[config.mk]
export PLATFORM = sky130hd
export DESIGN_NAME = prs_sched
export DESIGN_NICKNAME = d
export VERILOG_FILES = /design/src/rtl/prs_pkg.sv /design/src/rtl/prs_frame_ctr.sv /design/src/rtl/prs_req_queue.sv /design/src/rtl/prs_token_issuer.sv /design/src/rtl/prs_sched.sv
export SDC_FILE = /design/constraint.sdc
export NUM_CORES = 1
export LEC_CHECK = 0
export ABC_AREA = 1
export CORE_MARGIN = 3
export CORE_UTILIZATION = 40
export CTS_BUF_LIST = sky130_fd_sc_hd__clkbuf_2 sky130_fd_sc_hd__clkbuf_4 sky130_fd_sc_hd__clkbuf_8
export CTS_CLUSTER_DIAMETER = 50
export DETAILED_ROUTE_END_ITERATION = 10
export GPL_TIMING_DRIVEN = 0
export PLACE_DENSITY_LB_ADDON = 0.12
export SLEW_MARGIN = 20
export SYNTH_ARGS = -nofsm -noshare
export SYNTH_HDL_FRONTEND = slang
export SYNTH_SLANG_ARGS = --single-unit
[constraint.sdc]
create_clock -name clk -period 3.8 [get_ports clk]
set_input_delay 0.76 -clock clk [delete_from_list [all_inputs] [get_ports clk]]
set_output_delay 0.76 -clock clk [all_outputs]
set_load 0.05 [all_outputs]
[src/rtl/prs_pkg.sv]
package prs_pkg;

  localparam int CH_W    = 3;
  localparam int EP_W    = 4;
  localparam int MC_W    = 2;
  localparam int FRAME_W = 11;

  typedef struct packed {
    logic [CH_W-1:0] ch;
    logic [EP_W-1:0] ep;
    logic            dir_in;
    logic            odd;
    logic [MC_W-1:0] mcnt;
  } prs_req_t;

  // number of tokens a request expands to; a zero count still yields one
  function automatic logic [MC_W-1:0] tokens_for(input logic [MC_W-1:0] mc);
    return (mc == '0) ? MC_W'(1) : mc;
  endfunction

  // true when the frame about to begin has the parity the request asks for
  function automatic logic parity_hit(input logic cur_lsb, input logic want_odd);
    return (~cur_lsb) == want_odd;
  endfunction

  function automatic logic [FRAME_W-1:0] frame_after(input logic [FRAME_W-1:0] f);
    return f + FRAME_W'(1);
  endfunction

endpackage

[src/rtl/prs_frame_ctr.sv]
module prs_frame_ctr
  import prs_pkg::*;
(
  input  logic               clk,
  input  logic               rst_n,
  input  logic               sof,
  output logic [FRAME_W-1:0] frame_num
);

  always_ff @(posedge clk) begin
    if (!rst_n)   frame_num <= '0;
    else if (sof) frame_num <= frame_after(frame_num);
  end

endmodule

[src/rtl/prs_req_queue.sv]
module prs_req_queue
  import prs_pkg::*;
#(
  parameter int DEPTH = 4
) (
  input  logic                         clk,
  input  logic                         rst_n,
  input  logic                         push,
  input  prs_req_t                     push_req,
  input  logic                         pop,
  input  logic                         flush,
  input  logic [CH_W-1:0]              flush_ch,
  output prs_req_t                     head,
  output logic                         head_vld,
  output logic                         accept,
  output logic [$clog2(DEPTH+1)-1:0]   count,
  output logic                         ovf
);

  localparam int CNT_W = $clog2(DEPTH+1);
  localparam int IDX_W = (DEPTH > 1) ? $clog2(DEPTH) : 1;

  prs_req_t             slot    [DEPTH];
  prs_req_t             slot_nx [DEPTH];
  logic [CNT_W-1:0]     count_nx;
  int unsigned          fill;

  // compaction: drop popped and flushed entries, close the gaps in order,
  // then place an incoming request at the first free position
  always_comb begin
    for (int i = 0; i < DEPTH; i++) slot_nx[i] = slot[i];
    fill = 0;
    for (int i = 0; i < DEPTH; i++) begin
      if ((i < int'(count)) && !(pop && (i == 0)) &&
          !(flush && (slot[i].ch == flush_ch))) begin
        slot_nx[fill[IDX_W-1:0]] = slot[i];
        fill = fill + 1;
      end
    end
    accept = push && (fill < DEPTH);
    if (accept) slot_nx[fill[IDX_W-1:0]] = push_req;
    count_nx = CNT_W'(fill + (accept ? 1 : 0));
  end

  always_ff @(posedge clk) begin
    if (!rst_n) begin
      for (int i = 0; i < DEPTH; i++) slot[i] <= '0;
      count <= '0;
      ovf   <= 1'b0;
    end else begin
      for (int i = 0; i < DEPTH; i++) slot[i] <= slot_nx[i];
      count <= count_nx;
      if (push && !accept) ovf <= 1'b1;
    end
  end

  assign head     = slot[0];
  assign head_vld = (count != '0);

endmodule

[src/rtl/prs_token_issuer.sv]
module prs_token_issuer
  import prs_pkg::*;
(
  input  logic            clk,
  input  logic            rst_n,
  input  logic            load,
  input  logic [CH_W-1:0] load_ch,
  input  logic [EP_W-1:0] load_ep,
  input  logic            load_dir,
  input  logic [MC_W-1:0] load_cnt,
  input  logic            cancel,
  input  logic [CH_W-1:0] cancel_ch,
  output logic            tok_valid,
  output logic [CH_W-1:0] tok_ch,
  output logic [EP_W-1:0] tok_ep,
  output logic            tok_dir_in,
  output logic            tok_last
);

  logic [MC_W-1:0] remain;

  always_ff @(posedge clk) begin
    if (!rst_n) begin
      remain     <= '0;
      tok_ch     <= '0;
      tok_ep     <= '0;
      tok_dir_in <= 1'b0;
    end else if (load) begin
      remain     <= load_cnt;
      tok_ch     <= load_ch;
      tok_ep     <= load_ep;
      tok_dir_in <= load_dir;
    end else if (cancel && (tok_ch == cancel_ch) && (remain != '0)) begin
      remain <= '0;
    end else if (remain != '0) begin
      remain <= remain - MC_W'(1);
    end
  end

  assign tok_valid = (remain != '0);
  assign tok_last  = (remain == MC_W'(1));

endmodule

[src/rtl/prs_sched.sv]
module prs_sched
  import prs_pkg::*;
#(
  parameter int QDEPTH = 4
) (
  input  logic               clk,
  input  logic               rst_n,
  input  logic               en_wr,
  input  logic [CH_W-1:0]    en_ch,
  input  logic [EP_W-1:0]    en_ep,
  input  logic               en_dir_in,
  input  logic               en_odd,
  input  logic [MC_W-1:0]    en_mcnt,
  input  logic               dis_wr,
  input  logic [CH_W-1:0]    dis_ch,
  input  logic               sof,
  output logic               tok_valid,
  output logic [CH_W-1:0]    tok_ch,
  output logic [EP_W-1:0]    tok_ep,
  output logic               tok_dir_in,
  output logic               tok_last,
  output logic [FRAME_W-1:0] frame_num,
  output logic               ovf_flag
);

  localparam int CNT_W = $clog2(QDEPTH+1);

  prs_req_t         new_req;
  prs_req_t         head;
  logic             head_vld;
  logic             head_odd;
  logic             head_flush;
  logic             q_push_ok;
  logic [CNT_W-1:0] q_count;
  logic             dispatch;

  assign new_req = '{ch: en_ch, ep: en_ep, dir_in: en_dir_in, odd: en_odd, mcnt: en_mcnt};

  prs_frame_ctr u_frame (
    .clk       (clk),
    .rst_n     (rst_n),
    .sof       (sof),
    .frame_num (frame_num)
  );

  // named events for the checker
  assign head_odd   = head.odd;
  assign head_flush = dis_wr && (head.ch == dis_ch);
  assign dispatch   = sof && head_vld && !tok_valid && !head_flush &&
                      parity_hit(frame_num[0], head.odd);

  prs_req_queue #(.DEPTH(QDEPTH)) u_queue (
    .clk      (clk),
    .rst_n    (rst_n),
    .push     (en_wr),
    .push_req (new_req),
    .pop      (dispatch),
    .flush    (dis_wr),
    .flush_ch (dis_ch),
    .head     (head),
    .head_vld (head_vld),
    .accept   (q_push_ok),
    .count    (q_count),
    .ovf      (ovf_flag)
  );

  prs_token_issuer u_issue (
    .clk        (clk),
    .rst_n      (rst_n),
    .load       (dispatch),
    .load_ch    (head.ch),
    .load_ep    (head.ep),
    .load_dir   (head.dir_in),
    .load_cnt   (tokens_for(head.mcnt)),
    .cancel     (dis_wr),
    .cancel_ch  (dis_ch),
    .tok_valid  (tok_valid),
    .tok_ch     (tok_ch),
    .tok_ep     (tok_ep),
    .tok_dir_in (tok_dir_in),
    .tok_last   (tok_last)
  );

endmodule

## Word level (Yosys, flattened, before mapping)

Memories as Yosys holds them, arrays and structs flattened.
Cells that the tools add are included.

- $add $sub $neg: 6
- Magnitude comparators: 13
- Equality and inequality tests: 7
- Multiplexer cells: 31
- Bitwise logic cells: 9
- Reductions and logical operators: 32

Operators by type and width:

| cell | number |
|---|---|
| $bwmux W44 | 4 |
| $mux W44 | 4 |
| $add A32 B1 Y32 const B | 3 |
| $mux W32 | 3 |
| $demux W11 S2 | 4 |
| $mux W11 | 8 |
| $lt A32 B3 Y1 const B | 1 |
| $logic_and A1 B1 Y1 | 21 |
| $eq A3 B3 Y1 | 5 |
| $ge A3 B3 Y1 const B | 4 |
| $lt A3 B1 Y1 const B | 4 |
| $not A2 Y3 | 4 |
| $add A11 B1 Y11 const B | 1 |
| $mux W2 | 4 |
| $logic_not A1 Y1 | 7 |
| $lt A1 B3 Y1 const A | 2 |
| $lt A2 B3 Y1 const A | 2 |
| $reduce_bool A3 Y1 | 2 |
| $mux W1 | 4 |
| $or A1 B1 Y1 | 4 |
| $add A3 B3 Y3 | 1 |
| $eq A2 B1 Y1 const B | 1 |
| $logic_not A2 Y1 | 1 |
| $reduce_bool A2 Y1 | 1 |
| 3 further kinds | 3 |

- Flip-flop bits (word level): 25
- Bits in writable memories: 44
- Bits of input ports: 19
- Output and inout port bits: 22
- Word-level logic and storage cells: 106
- Memories kept: 1

Memories:

| name | depth | width | rd ports | clocked after memory_dff | wr ports | line | RTL |
|---|---|---|---|---|---|---|---|
| u_queue.slot | 4 | 11 | 4 | 0 | 4 | prs_req_queue.sv:23 | `prs_req_t slot [DEPTH];` |

## Depth between registers and ports, before layout

Gate-level depths: netlist of run 1.
An unclocked memory read counts as a cell.

- Depth after elaboration: 24
- Mapped depth: 24
- Mapped depth without buffers: 22

## By module

From an unflattened synthesis of run 1, not the netlist that was laid out.

- Cell total of the unflattened synthesis: 761
- Area, all modules: 4525.6 um^2

Modules (own cells, without submodules):

| module | times used | cells each | area each (um^2) | seq. area each (um^2) |
|---|---|---|---|---|
| prs_req_queue | 1 | 586 | 3413.3 | 960.9 |
| prs_frame_ctr | 1 | 77 | 524.3 | 220.2 |
| prs_token_issuer | 1 | 73 | 483.0 | 200.2 |
| prs_sched | 1 | 25 | 105.1 | 0.0 |

## Least setup slack after synthesis of run 1

OpenSTA, ideal clock, no wires.

- Path kind: in2reg
- From: input dis_ch[2]
- To: register u_queue.count[2]
- Library setup time: 0.119 ns
- Data arrival time: 3.279 ns
- Required time: 3.681 ns
- Slack: 0.402 ns
- Stages: 23
- Buffers on the path: 2
- Path through: inv_1 -> nand2_1 -> nand2_1 -> nor2_1 -> nand2_1 -> nand2_1 -> buf_2 -> inv_1 -> ha_1 -> inv_1 -> nand2_2 -> nand2_2 -> inv_1 -> ha_1 -> nand3_1 -> nand2_4 -> nand2_4 -> nor2_8 -> buf_2 -> ha_1 -> ha_1 -> o21ai_0 -> a21oi_1

- Word-level cells in the longest chain between the ends: 19
- Elaborated cells between the ends (all ways): 31
- Classes of those cells: 4 x add/sub; 1 x order compare; 4 x eq/ne; 5 x mux; 17 x reduce/logical

RTL lines:

| element | line | RTL |
|---|---|---|
| start: declaration | prs_sched.sv:15 | `input logic [CH_W-1:0] dis_ch,` |
| $eq A3 B3 Y1 | prs_req_queue.sv:35, prs_sched.sv:48 |  |
| $logic_and A1 B1 Y1 | prs_req_queue.sv:35, prs_sched.sv:48 |  |
| $logic_not A1 Y1 | prs_req_queue.sv:35, prs_sched.sv:49 |  |
| $logic_and A1 B1 Y1 (2 in series) | prs_sched.sv:49 | `assign dispatch = sof && head_vld && !tok_valid && !head_flush &&` |
| $logic_not A1 Y1 | prs_req_queue.sv:34 | `if ((i < int'(count)) && !(pop && (i == 0)) &&` |
| $logic_and A1 B1 Y1 (2 in series) | prs_req_queue.sv:34 |  |
| $mux W1 | prs_req_queue.sv:34 |  |
| $add A32 B1 Y32 | prs_req_queue.sv:37 | `fill = fill + 1;` |
| $mux W32 | prs_req_queue.sv:34 |  |
| $add A32 B1 Y32 | prs_req_queue.sv:37 |  |
| $mux W32 | prs_req_queue.sv:34 |  |
| $add A32 B1 Y32 | prs_req_queue.sv:37 |  |
| $mux W32 (*) | prs_req_queue.sv:34 |  |
| $lt A32 B3 Y1 | prs_req_queue.sv:40 | `accept = push && (fill < DEPTH);` |
| $logic_and A1 B1 Y1 | prs_req_queue.sv:40 |  |
| $mux W1 | prs_req_queue.sv:42 | `count_nx = CNT_W'(fill + (accept ? 1 : 0));` |
| $add A3 B3 Y3 (*) | prs_req_queue.sv:42 |  |
| end signal: assignment | prs_req_queue.sv:52 | `count <= count_nx;` |
| end: declaration | prs_req_queue.sv:16 | `output logic [$clog2(DEPTH+1)-1:0] count,` |

Every way passes the cells marked *; elsewhere a longest branch is shown, timed or not.
A chain may end at the register's enable or synchronous reset.

## Final worst setup path of run 1

Same ends and word-level chain as after synthesis.

==> out/summary.txt, run 1 <==
Clk Latency, worst-skew pair: 350 ps
Layout Skew: 10.26 ps
minimum clock period after layout: 3510 ps
number of antenna violations at the first check in global routing: 0
Die ar.: 12430 um^2
Initial DRC Count: 280
status: complete, no violations
clk root buf: sky130_fd_sc_hd__clkbuf_8
Setup Crit Path Kind: primary input to register
deepest level of the CTS H-tree: 3
# fillers: 1118
post-synthesis cell type count: 33
area of the placeable core: 10560 um^2
antenna diode instance count: 0
Post-synth top flop: sky130_fd_sc_hd__dfxtp_1
total number of clock tree sinks: 69
final worst path period share: 92.37%
Fin. Hold Viols: 0
share of the yosys chip area belonging to registers: 31.02%
number of remaining DRC errors: 0
detailed-route wire length: 13610 um
Routed wire per std cell: 14.48 um
cells taking the most area after synthesis: sky130_fd_sc_hd__dfxtp_1 31%, sky130_fd_sc_hd__nand2_1 18%, sky130_fd_sc_hd__nor2_1 9.4%
CP Data Required Time: 4050 ps
R2R depth: 23
hold slack final: 451.1 ps
Clock transition at path regs: 80 ps
Min-Delay Startpoint: u_frame.frame_num[10]
number of input and output port buffers inserted: 39
die span in x: 111.5 um
largest fanout on the critical path: 10
number of global-route vias before repair: 4663
number of enable flip-flop cells after synthesis: 0
warning count from the yosys run: 0
Cell Rows: 37
wire length of the first global-routing pass: 22690 um
post-synthesis register bit count: 69
final weighted congestion of routability-driven global placement: 0.9585
Worst Setup SP: dis_ch[2]
CTS tree: yes
detailed-placement wirelength estimate: 10820 um
Register-to-Register Setup Slack: 490 ps
proportion of layout cells with a drive suffix above 1: 10.07%
post-synthesis cell count: 742
Initial Utilization: 42.19%
cell area after technology mapping: 4453 um^2
Mapped Nets: 772
Static Leakage: 2.434 nW
num ports: 41
power density relative to cell area: 610.8 nW/um^2
most frequent cells in the layout: 212 x sky130_fd_sc_hd__nand2_1, 110 x sky130_fd_sc_hd__nor2_1, 91 x sky130_fd_sc_hd__inv_1
actual transition at the worst max-transition pin: 691.5 ps
Remaining Overflow, GRT: 0
total power after layout: 0.003226 W
data arrival time of the worst path: 3760 ps
average size of a mapped cell: 6.001 um^2
Max IR drop VDD: 0.4608 mV
area growth from synthesis to layout: 18.60%
all-layer global routing usage: 22.57%
buffer levels on the longest clock path: 2
Worst Setup Start Kind: primary input
number of buffers created by CTS: 9
vias per cell: 5.107
Max Transition Viols Final: 0
kind of capture point of the worst setup path: register
hold depth: 1
vertical die dimension: 111.5 um
1st-pass router iterations: 5
HP Class: register to register
Setup crit end: u_queue.count[2]
number of setup violations in the final report: 0
share of flip-flops with an asynchronous set or reset: 0%
routed vias: 4801
worst-case headroom to the max-slew limit: 53.90%
end of the worst register-to-register path: u_queue.count[2]
unrepaired setup endpoints after global routing: no
reg-to-reg startpoint: u_issue.remain[0]
Max Clock Freq: 0.2849 GHz
maximum number of pins on one net before global-route repair: 12
number of nets still failing antenna checks after routing: 0
top cell type by total area after synthesis: sky130_fd_sc_hd__dfxtp_1
count of nets after finishing: 829
commonest non-fill, non-tap cell in the layout: sky130_fd_sc_hd__nand2_1
area share of the largest cell type after synthesis: 31.02%
max-cap check violation count: 0
-- stage by stage --
stage / util, % / instances / area (um^2) / setup slack (ps) / TNS, ps
detailed placement: 47.50 / 917 / 5014 / -908.8 / -27500
floorplan: - / 742 / 4453 / 401.9 / 0
global route: 50.04 / 940 / 5281 / 29.77 / 0
finish: 50.04 / 940 / 5281 / 290.1 / 0
CTS: 49.32 / 933 / 5206 / 14.76 / 0
global placement: 47.50 / 917 / 5014 / -809.3 / -25570
-- per-layer routing --
| metal | vias up | GRT usage, % | wire [um] |
|---|---|---|---|
| met3 | 26 | 3.804 | 680 |
| met4 | 0 | 8.840 | 318 |
| li1 | 2445 | - | - |
| met2 | 120 | 38.12 | 6398 |
| met1 | 2210 | 28.72 | 6212 |
| met5 | - | 0 | 0 |
-- flip-flops by register name, indices dropped and copies added, names as in the netlist --
signal / cells
u_issue.tok_ch: 3
u_issue.tok_ep: 4
u_frame.frame_num: 11
u_queue.ovf: 1
u_issue.remain: 2
u_issue.tok_dir_in: 1
u_queue.slot: 44
u_queue.count: 3
-- worst max-delay path: stages --
cell and delay [ps]:
sky130_fd_sc_hd__clkdlybuf4s18_2 260, sky130_fd_sc_hd__inv_1 100, sky130_fd_sc_hd__nand2_1 70, sky130_fd_sc_hd__nand2_1 50, sky130_fd_sc_hd__nor2_1 90, sky130_fd_sc_hd__nand2_1 100, sky130_fd_sc_hd__nand2_2 130, sky130_fd_sc_hd__buf_8 150
sky130_fd_sc_hd__inv_1 70, sky130_fd_sc_hd__ha_4 280, sky130_fd_sc_hd__nand3_2 100, sky130_fd_sc_hd__nand2_2 150, sky130_fd_sc_hd__inv_1 70, sky130_fd_sc_hd__ha_1 220, sky130_fd_sc_hd__nand3_1 160, sky130_fd_sc_hd__nand2_4 80
sky130_fd_sc_hd__nand2_4 110, sky130_fd_sc_hd__nor2_8 60, sky130_fd_sc_hd__buf_6 140, sky130_fd_sc_hd__ha_1 190, sky130_fd_sc_hd__ha_1 190, sky130_fd_sc_hd__o21ai_1 130, sky130_fd_sc_hd__a21oi_1 60
-- report_power, final --
| group | internal, W | switching (W) |
|---|---|---|
| registers | 0.000873 | 0.000107 |
| logic | 0.000593 | 0.00109 |
| clock network | 0.000277 | 0.000285 |
-- worst min path at each step --
stage	end	slack [ps]
finish	u_frame.frame_num[10]	450
global route	u_frame.frame_num[10]	490
CTS	u_frame.frame_num[10]	460
detailed placement	u_frame.frame_num[10]	440
global placement	u_frame.frame_num[10]	440
floorplan	u_issue.tok_ch[0]	460
-- synth_stat cells (3+ instances only) --
| cell | instances |
|---|---|
| sky130_fd_sc_hd__a21oi_1 | 46 |
| sky130_fd_sc_hd__buf_1 | 5 |
| sky130_fd_sc_hd__buf_2 | 18 |
| sky130_fd_sc_hd__buf_6 | 3 |
| sky130_fd_sc_hd__clkbuf_1 | 8 |
| sky130_fd_sc_hd__dfxtp_1 | 69 |
| sky130_fd_sc_hd__ha_1 | 11 |
| sky130_fd_sc_hd__inv_1 | 91 |
| sky130_fd_sc_hd__inv_2 | 5 |
| sky130_fd_sc_hd__nand2_1 | 213 |
| sky130_fd_sc_hd__nand2_2 | 7 |
| sky130_fd_sc_hd__nand2_4 | 5 |
| sky130_fd_sc_hd__nand3_1 | 54 |
| sky130_fd_sc_hd__nand3_2 | 4 |
| sky130_fd_sc_hd__nand4_1 | 11 |
| sky130_fd_sc_hd__nor2_1 | 111 |
| sky130_fd_sc_hd__nor3_1 | 4 |
| sky130_fd_sc_hd__o21ai_0 | 50 |
| sky130_fd_sc_hd__o21ai_1 | 9 |
-- logic make-up after synthesis --
family / after synthesis / synth area share, %
flip-flops: 69 / 31.02
AND/OR/NAND/NOR: 420 / 40.91
AO/OA/AOI/OAI: 108 / 12.28
adder cells (fa/ha/maj): 11 / 3.091
buffers and inverters: 132 / 12.31
XOR/XNOR: 2 / 0.3934
-- area by class of cell --
| cell class | count | area (um^2) | share of cell area, % |
|---|---|---|---|
| Multi-Input combinational cell | 541 | 2541 | 48.12 |
| Clock inverter | 4 | 22.52 | 0.4264 |
| Clock buffer | 12 | 158.9 | 3.009 |
| Timing Repair Buffer | 46 | 440.4 | 8.339 |
| Sequential cell | 69 | 1381 | 26.15 |
| Inverter | 96 | 360.3 | 6.823 |
| Buffer | 36 | 206.4 | 3.909 |
| Tap cell | 136 | 170.2 | 3.222 |
-- repair_timing --
action	4_1_cts	5_1_grt
buffers inserted	0	7
endpoints found under the setup margin	46	41
hold buffers	0	0
gates resized for setup	15	10
pin swaps	0	4
No activity file was read; power rests on OpenSTA's default activity.
==> run 2: changes to the inputs <==
- SKIP_CTS_REPAIR_TIMING: not set -> 1
==> out/summary.txt, run 2 (synthesis gave the netlist of run 1 again) <==
status: complete, no violations
CTS tree: yes
R2R depth: 23 (unchanged)
combinational power share: 51.6% (-0.6 points)
Global Route met2 Usage: 38.08% (-0.040 points)
Max IR drop VDD: 0.4563 mV (-0.96%)
number of antenna violations at the first check in global routing: 0 (unchanged)
hold slack final: 451.2 ps (+0.05600 ps)
detailed-placement wirelength estimate: 10820 um (unchanged)
proportion of layout cells with a drive suffix above 1: 9.850% (-0.22 points)
final standard cell utilization of the core: 49.53% (-0.51 points)
count of nets after finishing: 827 (-0.24%)
number of global-route vias before repair: 4653 (-0.21%)
finished layout cell area: 5228 um^2 (-1.0%)
largest fanout on the critical path: 10 (unchanged)
Static Leakage: 2.424 nW (-0.43%)
final weighted congestion of routability-driven global placement: 0.9585 (unchanged)
met3 global-route usage: 3.696% (-0.11 points)
number of nets still failing antenna checks after routing: 0 (unchanged)
number of flip-flops under the largest register name: 44 (unchanged)
buffer levels on the longest clock path: 2 (unchanged)
vias per cell: 5.125 (+0.34%)
Layout Skew: 9.735 ps (-0.5214 ps)
final worst path period share: 92.30% (about the same)
instance area after placement: 5014 um^2 (unchanged)
power dissipated by switching net loads: 0.001466 W (-1.1%)
num ports: 41 (unchanged)
area growth from synthesis to layout: 17.39%
detailed-route wire length: 13540 um (-0.48%)
Max Transition Viols Final: 0 (unchanged)
CP Data Required Time: 4040 ps (about the same)
1st-pass router iterations: 5 (unchanged)
data arrival time of the worst path: 3750 ps (about the same)
number of input and output port buffers inserted: 39 (unchanged)
Remaining Overflow, GRT: 0 (unchanged)
antenna diode instance count: 0 (unchanged)
max-cap check violation count: 0 (unchanged)
routed vias: 4807 (+0.12%)
all-layer global routing usage: 22.55% (-0.023 points)
Multi-input gate area: 2529 um^2 (-0.49%)
total number of clock tree sinks: 69 (unchanged)
Cell Rows: 37 (unchanged)
most frequent cells in the layout: 212 x sky130_fd_sc_hd__nand2_1, 110 x sky130_fd_sc_hd__nor2_1, 91 x sky130_fd_sc_hd__inv_1
HP Class: register to register
maximum number of pins on one net before global-route repair: 12 (unchanged)
area of the placeable core: 10560 um^2 (unchanged)
clock network power share: 17.6% (+0.2 points)
switching power share of the total: 46.05% (+0.081 points)
Die ar.: 12430 um^2 (unchanged)
Fin. Hold Viols: 0 (unchanged)
deepest level of the CTS H-tree: 3 (unchanged)
Most flops, register: u_queue.slot
worst-case headroom to the max-slew limit: 53.62% (-0.28 points)
largest registers: u_queue.slot x44, u_frame.frame_num x11, u_issue.tok_ep x4
die span in x: 111.5 um (unchanged)
number of setup violations in the final report: 0 (unchanged)
internal power consumption: 0.001718 W (-1.4%)
vertical die dimension: 111.5 um (unchanged)
kind of capture point of the worst setup path: register
minimum clock period after layout: 3507 ps (-2.517 ps)
clk root buf: sky130_fd_sc_hd__clkbuf_8
Routed wire per std cell: 14.44 um (-0.27%)
met1 routing resource usage after global routing: 28.82% (+0.10 points)
most used routing layer in global routing: met2
Initial DRC Count: 266 (-5.0%)
sequential group share of total power: 30.8% (+0.4 points)
hold depth: 1 (unchanged)
Setup Crit Path Kind: primary input to register
Max Clock Freq: 0.2851 GHz (about the same)
# fillers: 1126 (+0.72%)
number of buffers created by CTS: 9 (unchanged)
Clk Latency, worst-skew pair: 350 ps (about the same)
Worst Setup Start Kind: primary input
Initial Utilization: 42.19% (unchanged)
commonest non-fill, non-tap cell in the layout: sky130_fd_sc_hd__nand2_1
number of remaining DRC errors: 0 (unchanged)
Clock transition at path regs: 70 ps (about the same)
power density relative to cell area: 609.2 nW/um^2 (-0.27%)
actual transition at the worst max-transition pin: 695.7 ps (+4.189 ps)
wire length of the first global-routing pass: 22680 um (about the same)
sequential standard cell area: 1381 um^2 (unchanged)
[run 2: final cells by class]
type / count / area share [%]
Multi-Input combinational cell: 541 / 48.37
Sequential cell: 69 / 26.42
Timing Repair Buffer: 44 / 7.707
Inverter: 96 / 6.893
Buffer: 36 / 3.877
Tap cell: 136 / 3.255
Clock buffer: 12 / 3.040
Clock inverter: 4 / 0.4308
[run 2: layer usage]
layer,vias to the layer above,share of wire [%],wire (um)
met5,-,0,0
met4,0,2.6,357
met3,34,5.2,706
met2,139,47,6373
met1,2191,45,6108
li1,2443,-,-
[run 2: power groups by stage]
| stage | registers [W] | logic, W | clock network, W |
|---|---|---|---|
| 6_report | 0.000979 | 0.00164 | 0.000560 |
| 5_1_grt | 0.000998 | 0.00188 | 0.000615 |
| 4_1_cts | 0.000979 | 0.00161 | 0.000578 |
| 3_5_place_dp | 0.000995 | 0.00160 | 0 |
| 3_3_place_gp | 0.000991 | 0.00157 | 0 |
| 2_1_floorplan | 0.00101 | 0.00115 | 0 |
[run 2: final timing paths]
path                                       startpoint               endpoint  slack [ps]
worst max-delay path                        dis_ch[2]       u_queue.count[2]         290
worst min-delay path            u_frame.frame_num[10]  u_frame.frame_num[10]         450
worst max register to register      u_issue.remain[0]       u_queue.count[2]         400
worst min register to register  u_frame.frame_num[10]  u_frame.frame_num[10]         450
[run 2: critical path, cell delays in order]
cell	delay (ps)
sky130_fd_sc_hd__clkbuf_2	160
sky130_fd_sc_hd__inv_1	100
sky130_fd_sc_hd__nand2_1	70
sky130_fd_sc_hd__nand2_1	50
sky130_fd_sc_hd__nor2_1	90
sky130_fd_sc_hd__nand2_1	100
sky130_fd_sc_hd__nand2_2	130
sky130_fd_sc_hd__buf_6	170
sky130_fd_sc_hd__inv_1	50
sky130_fd_sc_hd__ha_1	310
sky130_fd_sc_hd__inv_1	80
sky130_fd_sc_hd__nand2_2	70
sky130_fd_sc_hd__nand2_2	120
sky130_fd_sc_hd__inv_1	70
sky130_fd_sc_hd__ha_1	220
sky130_fd_sc_hd__nand3_1	160
sky130_fd_sc_hd__nand2_4	100
sky130_fd_sc_hd__nand2_4	120
sky130_fd_sc_hd__nor2_8	60
sky130_fd_sc_hd__buf_6	140
sky130_fd_sc_hd__ha_1	190
sky130_fd_sc_hd__ha_1	190
sky130_fd_sc_hd__o21ai_0	170
sky130_fd_sc_hd__a21oi_1	60
[run 2: through the flow]
stage	setup WS (ps)	total power [W]	cells	TNS [ps]
after floorplan	401.9	0.002165	742	0
after global placement	-809.3	0.002560	917	-25570
after detailed placement	-908.8	0.002595	917	-27500
after CTS	-529.1	0.003164	933	-9841
after global routing	-11.35	0.003490	938	-11.35
final	292.6	0.003184	938	0
